==> src/rtl/pll_srch_pkg.sv <==
package pll_srch_pkg;

    typedef enum logic [2:0] {
        S_IDLE  = 3'd0,
        S_PCHK  = 3'd1,
        S_MCHK  = 3'd2,
        S_NWAIT = 3'd3,
        S_AWAIT = 3'd4
    } srch_st_e;

endpackage

==> src/rtl/pll_div_seq.sv <==
module pll_div_seq #(
    parameter int DW = 42,
    parameter int SW = 33
) (
    input  logic          clk,
    input  logic          rst_n,
    input  logic          go_i,
    input  logic [DW-1:0] dvd_i,
    input  logic [SW-1:0] dvs_i,
    output logic          done_o,
    output logic [DW-1:0] quo_o
);
    localparam int CW = $clog2(DW + 1);

    typedef struct packed {
        logic          busy;
        logic          done;
        logic [CW-1:0] cnt;
        logic [DW-1:0] dvd;
        logic [SW-1:0] dvs;
        logic [SW:0]   rem;
        logic [DW-1:0] quo;
    } div_t;

    div_t q, d;
    logic [SW:0] rem_sh;
    logic        qbit;

    always_comb begin
        d      = q;
        d.done = 1'b0;
        rem_sh = {q.rem[SW-1:0], q.dvd[DW-1]};
        qbit   = 1'b0;
        if (q.busy) begin
            if (rem_sh >= {1'b0, q.dvs}) begin
                d.rem = rem_sh - {1'b0, q.dvs};
                qbit  = 1'b1;
            end else begin
                d.rem = rem_sh;
            end
            d.quo = {q.quo[DW-2:0], qbit};
            d.dvd = q.dvd << 1;
            d.cnt = q.cnt + 1'b1;
            if (q.cnt == CW'(DW - 1)) begin
                d.busy = 1'b0;
                d.done = 1'b1;
            end
        end else if (go_i) begin
            d.busy = 1'b1;
            d.cnt  = '0;
            d.dvd  = dvd_i;
            d.dvs  = dvs_i;
            d.rem  = '0;
            d.quo  = '0;
        end
    end

    always_ff @(posedge clk or negedge rst_n) begin
        if (!rst_n) q <= '0;
        else        q <= d;
    end

    assign done_o = q.done;
    assign quo_o  = q.quo;

    // the remainder left by a finished divide is below the divisor
    p_div_rem_r5: assert property (@(posedge clk) disable iff (!rst_n)
        q.done |-> (q.rem < {1'b0, q.dvs}));

endmodule

==> src/rtl/pll_cand_cmp.sv <==
module pll_cand_cmp #(
    parameter int FW  = 32,
    parameter int MW  = 4,
    parameter int NW  = 8,
    parameter int PIW = 3,
    parameter int EW  = 44,
    parameter int DNW = 8
) (
    input  logic [FW-1:0]  req_i,
    input  logic [FW-1:0]  fref_i,
    input  logic [MW-1:0]  m_i,
    input  logic [PIW-1:0] sh_i,
    input  logic [NW-1:0]  n_i,
    input  logic [EW-1:0]  best_err_i,
    input  logic [DNW-1:0] best_den_i,
    output logic [EW-1:0]  err_o,
    output logic [DNW-1:0] den_o,
    output logic           better_o
);
    localparam int CW = EW + DNW;

    logic [EW-1:0] lhs, rhs;

    // error scaled by M*P: |req*M*P - f_ref*N|, denominator M*P kept alongside
    always_comb begin
        lhs      = (EW'(req_i) * EW'(m_i)) << sh_i;
        rhs      = EW'(fref_i) * EW'(n_i);
        err_o    = (lhs >= rhs) ? (lhs - rhs) : (rhs - lhs);
        den_o    = DNW'(m_i) << sh_i;
        better_o = (CW'(err_o) * CW'(best_den_i)) < (CW'(best_err_i) * CW'(den_o));
    end

endmodule

==> src/rtl/pll_div_search.sv <==
module pll_div_search
    import pll_srch_pkg::*;
#(
    parameter int FW      = 32,
    parameter int FRAC    = 16,
    parameter int NP      = 5,
    parameter int M_LO    = 7,
    parameter int M_HI    = 14,
    parameter int NW      = 8,
    parameter int MFW     = 8,
    parameter int DISC_LO = 1,
    parameter int DISC_HI = 2
) (
    input  logic                          clk,
    input  logic                          rst_n,
    input  logic                          start_i,
    input  logic [FW-1:0]                 req_i,
    input  logic [FW-1:0]                 fref_i,
    input  logic [FW-1:0]                 vco_min_i,
    input  logic [FW-1:0]                 vco_max_i,
    input  logic [FW-1:0]                 pclk_max_i,
    output logic                          done_o,
    output logic                          found_o,
    output logic [$clog2(NP+1)+NW+MFW-1:0] word_o,
    output logic [$clog2(NP+1)-1:0]       pcode_o,
    output logic [FW-1:0]                 freq_o
);
    localparam int PIW   = $clog2(NP + 1);
    localparam int MW    = $clog2(M_HI + 2);
    localparam int VW    = FW + NP - 1;
    localparam int DW    = VW + MW + 2;
    localparam int SW    = FW + 1;
    localparam int EW    = FW + NW + MW;
    localparam int DNW   = MW + NP - 1;
    localparam int WW    = PIW + NW + MFW;
    localparam int XW    = FW + MW + 4;
    localparam int NMAX  = (1 << NW) - 1;
    localparam int LOSH  = NP - 1;
    localparam int PSLOT = 1 << PIW;

    typedef struct packed {
        srch_st_e       st;
        logic [FW-1:0]  req;
        logic [FW-1:0]  fref;
        logic [FW-1:0]  vmin;
        logic [FW-1:0]  vmax;
        logic [FW-1:0]  pmax;
        logic [PIW-1:0] pidx;
        logic [MW-1:0]  m;
        logic           have;
        logic [MW-1:0]  bm;
        logic [NW-1:0]  bn;
        logic [PIW-1:0] bp;
        logic [EW-1:0]  berr;
        logic [DNW-1:0] bden;
        logic           done;
        logic           found;
        logic [WW-1:0]  word;
        logic [PIW-1:0] pcode;
        logic [FW-1:0]  freq;
    } eng_t;

    eng_t q, d;

    logic [PSLOT-1:0] vco_ok;
    logic [VW-1:0]    vco_cur;
    logic             disc_ok;
    logic             div_go;
    logic [DW-1:0]    div_num;
    logic [SW-1:0]    div_den;
    logic             div_done;
    logic [DW-1:0]    div_quo;
    logic             n_ok;
    logic [EW-1:0]    c_err;
    logic [DNW-1:0]   c_den;
    logic             c_better;
    logic [FW-1:0]    clamp_req;

    // window test for every post divider, one slot per P
    for (genvar g = 0; g < PSLOT; g++) begin : g_pwin
        if (g < NP) begin : g_used
            assign vco_ok[g] = ((VW'(q.req) << g) >= VW'(q.vmin)) &&
                               ((VW'(q.req) << g) <= VW'(q.vmax));
        end else begin : g_pad
            assign vco_ok[g] = 1'b0;
        end
    end

    assign vco_cur = VW'(q.req) << q.pidx;
    assign disc_ok = (XW'(q.fref) >= ((XW'(q.m) * XW'(DISC_LO)) << FRAC)) &&
                     (XW'(q.fref) <= ((XW'(q.m) * XW'(DISC_HI)) << FRAC));
    assign n_ok    = (div_quo >= DW'(1)) && (div_quo <= DW'(NMAX));

    always_comb begin
        clamp_req = req_i;
        if (clamp_req < (vco_min_i >> LOSH)) clamp_req = vco_min_i >> LOSH;
        if (clamp_req > pclk_max_i)          clamp_req = pclk_max_i;
    end

    pll_cand_cmp #(
        .FW(FW), .MW(MW), .NW(NW), .PIW(PIW), .EW(EW), .DNW(DNW)
    ) u_cmp (
        .req_i      (q.req),
        .fref_i     (q.fref),
        .m_i        (q.m),
        .sh_i       (q.pidx),
        .n_i        (div_quo[NW-1:0]),
        .best_err_i (q.berr),
        .best_den_i (q.bden),
        .err_o      (c_err),
        .den_o      (c_den),
        .better_o   (c_better)
    );

    pll_div_seq #(.DW(DW), .SW(SW)) u_div (
        .clk    (clk),
        .rst_n  (rst_n),
        .go_i   (div_go),
        .dvd_i  (div_num),
        .dvs_i  (div_den),
        .done_o (div_done),
        .quo_o  (div_quo)
    );

    always_comb begin
        d       = q;
        d.done  = 1'b0;
        div_go  = 1'b0;
        div_num = '0;
        div_den = '0;
        unique case (q.st)
            S_IDLE: begin
                if (start_i) begin
                    d.req  = clamp_req;
                    d.fref = fref_i;
                    d.vmin = vco_min_i;
                    d.vmax = vco_max_i;
                    d.pmax = pclk_max_i;
                    d.pidx = '0;
                    d.m    = '0;
                    d.have = 1'b0;
                    d.bm   = '0;
                    d.bn   = '0;
                    d.bp   = '0;
                    d.berr = '0;
                    d.bden = '0;
                    d.st   = S_PCHK;
                end
            end
            S_PCHK: begin
                if (q.pidx == PIW'(NP)) begin
                    if (q.have) begin
                        div_go  = 1'b1;
                        div_num = DW'(q.bn) * DW'(q.fref);
                        div_den = SW'(q.bm) << q.bp;
                        d.st    = S_AWAIT;
                    end else begin
                        d.done  = 1'b1;
                        d.found = 1'b0;
                        d.word  = '0;
                        d.pcode = '0;
                        d.freq  = '0;
                        d.st    = S_IDLE;
                    end
                end else if (vco_ok[q.pidx]) begin
                    d.m  = MW'(M_LO);
                    d.st = S_MCHK;
                end else begin
                    d.pidx = q.pidx + 1'b1;
                end
            end
            S_MCHK: begin
                if (q.m > MW'(M_HI)) begin
                    d.pidx = q.pidx + 1'b1;
                    d.st   = S_PCHK;
                end else if (disc_ok) begin
                    div_go  = 1'b1;
                    div_num = ((DW'(vco_cur) * DW'(q.m)) << 1) + DW'(q.fref);
                    div_den = SW'(q.fref) << 1;
                    d.st    = S_NWAIT;
                end else begin
                    d.m = q.m + 1'b1;
                end
            end
            S_NWAIT: begin
                if (div_done) begin
                    if (n_ok && (!q.have || c_better)) begin
                        d.have = 1'b1;
                        d.bm   = q.m;
                        d.bn   = div_quo[NW-1:0];
                        d.bp   = q.pidx;
                        d.berr = c_err;
                        d.bden = c_den;
                    end
                    d.m  = q.m + 1'b1;
                    d.st = S_MCHK;
                end
            end
            S_AWAIT: begin
                if (div_done) begin
                    d.done  = 1'b1;
                    d.found = 1'b1;
                    d.word  = {q.bp, q.bn, MFW'(q.bm)};
                    d.pcode = q.bp;
                    d.freq  = FW'(div_quo);
                    d.st    = S_IDLE;
                end
            end
            default: d.st = S_IDLE;
        endcase
    end

    always_ff @(posedge clk or negedge rst_n) begin
        if (!rst_n) q <= '0;
        else        q <= d;
    end

    assign done_o  = q.done;
    assign found_o = q.found;
    assign word_o  = q.word;
    assign pcode_o = q.pcode;
    assign freq_o  = q.freq;

    p_clamp_lo_r1: assert property (@(posedge clk) disable iff (!rst_n)
        (q.st == S_PCHK) |-> ((q.req >= (q.vmin >> LOSH)) || (q.req == q.pmax)));

    p_clamp_hi_r2: assert property (@(posedge clk) disable iff (!rst_n)
        (q.st != S_IDLE) |-> (q.req <= q.pmax));

    p_pcode_range_r3: assert property (@(posedge clk) disable iff (!rst_n)
        (q.done && q.found) |-> (q.pcode < PIW'(NP)));

    p_disc_window_r4: assert property (@(posedge clk) disable iff (!rst_n)
        (q.st == S_NWAIT) |-> ((q.m >= MW'(M_LO)) && (q.m <= MW'(M_HI)) &&
                               (XW'(q.fref) >= (XW'(q.m) << FRAC))));

    p_word_fields_r7: assert property (@(posedge clk) disable iff (!rst_n)
        (q.done && q.found) |-> ((q.word[WW-1 -: PIW] == q.pcode) &&
                                 (q.word[MFW-1:0] >= MFW'(M_LO)) &&
                                 (q.word[MFW-1:0] <= MFW'(M_HI)) &&
                                 (q.word[MFW +: NW] != '0)));

    p_lost_zero_r9: assert property (@(posedge clk) disable iff (!rst_n)
        (q.done && !q.found) |-> ((q.word == '0) && (q.freq == '0) && (q.pcode == '0)));

    p_done_pulse_r10: assert property (@(posedge clk) disable iff (!rst_n)
        q.done |=> !q.done);

    p_busy_start_r10: assert property (@(posedge clk) disable iff (!rst_n)
        ((q.st != S_IDLE) && start_i) |=> $stable(q.req));

endmodule

==> config.mk <==
export PLATFORM = sky130hd
export DESIGN_NAME = pll_div_search
export DESIGN_NICKNAME = d
export VERILOG_FILES = /design/src/rtl/pll_srch_pkg.sv /design/src/rtl/pll_div_seq.sv /design/src/rtl/pll_cand_cmp.sv /design/src/rtl/pll_div_search.sv
export SDC_FILE = /design/constraint.sdc
export NUM_CORES = 2
export LEC_CHECK = 0
export BUFFER_PORTS_ARGS = -buffer_cell sky130_fd_sc_hd__buf_4
export CORE_UTILIZATION = 40
export CTS_CLUSTER_DIAMETER = 40
export CTS_CLUSTER_SIZE = 25
export DETAILED_ROUTE_END_ITERATION = 6
export GPL_TIMING_DRIVEN = 0
export SLEW_MARGIN = 25
export SYNTH_ARGS = -nofsm -noshare
export SYNTH_HDL_FRONTEND = slang
export SYNTH_SLANG_ARGS = --single-unit
==> constraint.sdc <==
create_clock -name clk -period 21.2 [get_ports clk]
set_clock_uncertainty 0.2 [all_clocks]
set_input_delay 3.18 -clock clk [delete_from_list [all_inputs] [get_ports clk]]
set_output_delay 3.18 -clock clk [all_outputs]
set_load 0.02 [all_outputs]
==> flow_metrics.tcl <==
set metrics [dict create \
    grt_pass1_vias 74685 \
    crit_required_ps 21530 \
    grt_util_all_layers 0.268 \
    synthesis.yosys.warnings 0 \
    h-tree-depth 3 \
    period_needed_ps 20390 \
    finalSetupViolations 0 \
    cts-root-buf "clkbuf_16" \
    fp.dieH_um 456 \
    dieWidth_um 456 \
    crit_slowest_cell "clkbuf_1" \
    worstSetupStartpoint "q[235]" \
    totalWireLength_mm 280 \
    clkSlewWorstSetupHoldPaths_ps 60 \
    synth_top_area_frac 0.241 \
    timing.final.crit_share 0.962 \
    die-area_um2 208000 \
    start_util 0.403 \
    hp-class "flip-flop to flip-flop" \
    reg2reg_setup_slack_ps 810 \
    slew_headroom 0.195 \
    worst_setup_path_end_kind "flip-flop" \
    synth_area_leaders "fa_1 (24%), ha_1 (14%), dfrtp_1 (13%)" \
    r2r_start "q[235]" \
    status "complete, no violations" \
    ys_seq_area_frac 0.125 \
    clk_latency_ps 740 \
    worst_path_most_repeated_cell "fa_1" \
    cts_buffers 80 \
    fin_nets 12263 \
    whs_path_depth 2 \
    synth.cell_area_um2 82600 \
    synth.largest_area_cell "fa_1" \
    path_class "flip-flop to flip-flop" \
    portBuffers 214 \
    drtPass1Iterations 6 \
    avgViaCountPerCell 5.60 \
    tritoncts "built" \
    synth-seq-cells 413 \
    r2r_cells 64 \
    crit_fanout 10 \
    final_hold_viol_count 0 \
    wl_per_cell_um 21.6 \
    fp.coreArea_um2 205000 \
    syn_avg_cell_area_um2 8.37 \
    clockBufferDepth 3 \
    maxCapViolCount 0 \
    grt_max_degree 86 \
    drt_iter0_drc 5367 \
    antenna_found_initial 11 \
    cp-start-kind "flip-flop" \
    via_count 72454 \
    drv_slew 0 \
    preCtsSetupSlack_ps 110 \
    overflow 0 \
    synth_edf_count 0 \
    async_flop_share 1.00 \
    fp-row-count 166 \
    grt_pass1_wl_mm 435 \
    dp_hpwl_mm 230 \
    grt_setup_unrepaired "false" \
    drive_above_1_share 0.0651 \
    critPathMaxStageDelay_ps 620 \
    rr_endpoint "q[62]" \
    ioPinCount 219 \
    dpl-instance-area_um2 88000 \
    area_growth_pct 10.4 \
    syn_inst 9865 \
    drc 0 \
    fin_ws_ps 810 \
    arrival_ps 20720 \
    crit_end "q[62]" \
    globalplace.congestion 0.959 \
    worst_slew_pin_slew_ps 1200 \
    ys_types 93 \
    clock-sinks 413 \
    clock.fmax_mhz 49.0 \
    synth_ff_type "dfrtp_1" \
    drtAntennaViolNets 0 \
    final_cell_area_um2 91200 \
]
==> state kept, by name (all words and copies together) (netlist names) <==
| signal | count |
|---|---|
| done_o | 1 |
| found_o | 1 |
| freq_o | 32 |
| q | 206 |
| u_div.done_o | 1 |
| u_div.q | 115 |
| u_div.quo_o | 42 |
| word_o | 15 |
==> what timing repair did <==
item / 4_1_cts / 5_1_grt
setup endpoints to repair: 1 / 68
gates resized for setup: 1 / 72
setup buffers: 0 / 8
hold buffers: 0 / 0
pin swaps: 0 / 2
==> synth_stat cells, drive strengths merged (120+ instances only) <==
master  number
nand2     1377
inv       1319
fa         996
ha         916
and2       685
a21oi      530
o21ai      480
clkbuf     413
dfrtp      413
a21o       363
nor2       279
xnor2      205
nor2b      161
buf        129
xor2       124
mux2i      122
nand4      120
==> worst min path at each step <==
stage / slack (ps) / to / startpoint
after CTS: 270 / u_div.q[142] / u_div.q[141]
after global routing: 290 / u_div.q[142] / u_div.q[141]
after detailed placement: 280 / u_div.q[86] / u_div.q[86]
after floorplan: 250 / u_div.q[156] / u_div.q[156]
final: 270 / u_div.q[142] / u_div.q[141]
after global placement: 270 / u_div.q[86] / u_div.q[86]
==> cells in the final DEF (no fill, tap or decap), drive strengths merged, types with 50 or more instances in the layout <==
master and count:
a211oi 65, a21o 363, a21oi 530, a22o 91
a31oi 50, and2 685, and3 84, buf 373
clkbuf 501, dfrtp 413, fa 996, ha 916
inv 1335, mux2 83, mux2i 122, nand2 1377
nand2b 85, nand3 92, nand4 120, nor2 279
nor2b 161, nor3 74, o21a 77, o21ai 480
o21bai 63, xnor2 205, xor2 124
==> through the flow <==
stage,std cells,setup TNS (ps),util,hold WS [ps]
global placement,12770,-177260,0.427,274
finish,12946,0,0.445,265
detailed placement,12793,0,0.429,278
global route,12944,0,0.445,287
floorplan,9868,0,-,252
CTS,12943,0,0.444,266
==> metal layers <==
| layer | part of all wire | vias up | track usage | wire, µm |
|---|---|---|---|---|
| li1 | - | 33230 | - | - |
| met1 | 0.42 | 36219 | 0.346 | 118000 |
| met2 | 0.46 | 2454 | 0.434 | 128000 |
| met3 | 0.077 | 547 | 0.0565 | 21700 |
| met4 | 0.046 | 4 | 0.111 | 13000 |
| met5 | 0.00012 | - | 0 | 34 |
==> cell type report <==
type                            count  area, µm²
Fill cell                       20167     114000
Antenna cell                        2       5.00
Multi-Input combinational cell   7593      65300
Tap cell                         2688       3360
Buffer                            535       2260
Sequential cell                   413      10300
Clock buffer                       94       2130
Inverter                         1320       4950
Clock inverter                     56        792
Timing Repair Buffer              245       2040
==> logic make-up (layout without fill, tap and decap cells) <==
logic type	Yosys count	in the layout	synth area share
fa+ha+maj	1912	1912	0.380
flops	413	413	0.125
buf+inv	1862	2250	0.0872
mux	222	222	0.0308
other cells	1	6	0.0000454
simple gates	3091	3091	0.183
xor+xnor	329	329	0.0350
compound gates	2035	2035	0.159
==> worst max-delay path: cells and delay by family, from the launching register on <==
family	cells	cell delay, ps
AO/OA/AOI/OAI	26	6970
adder cells (fa/ha/maj)	12	5650
buffers and inverters	14	3840
AND/OR/NAND/NOR	9	2050
XOR/XNOR	2	620
flip-flops	1	400
multiplexers	1	380
Power is not shown: default switching activity piles up to over one toggle a cycle in this logic, so the estimate is an artifact.
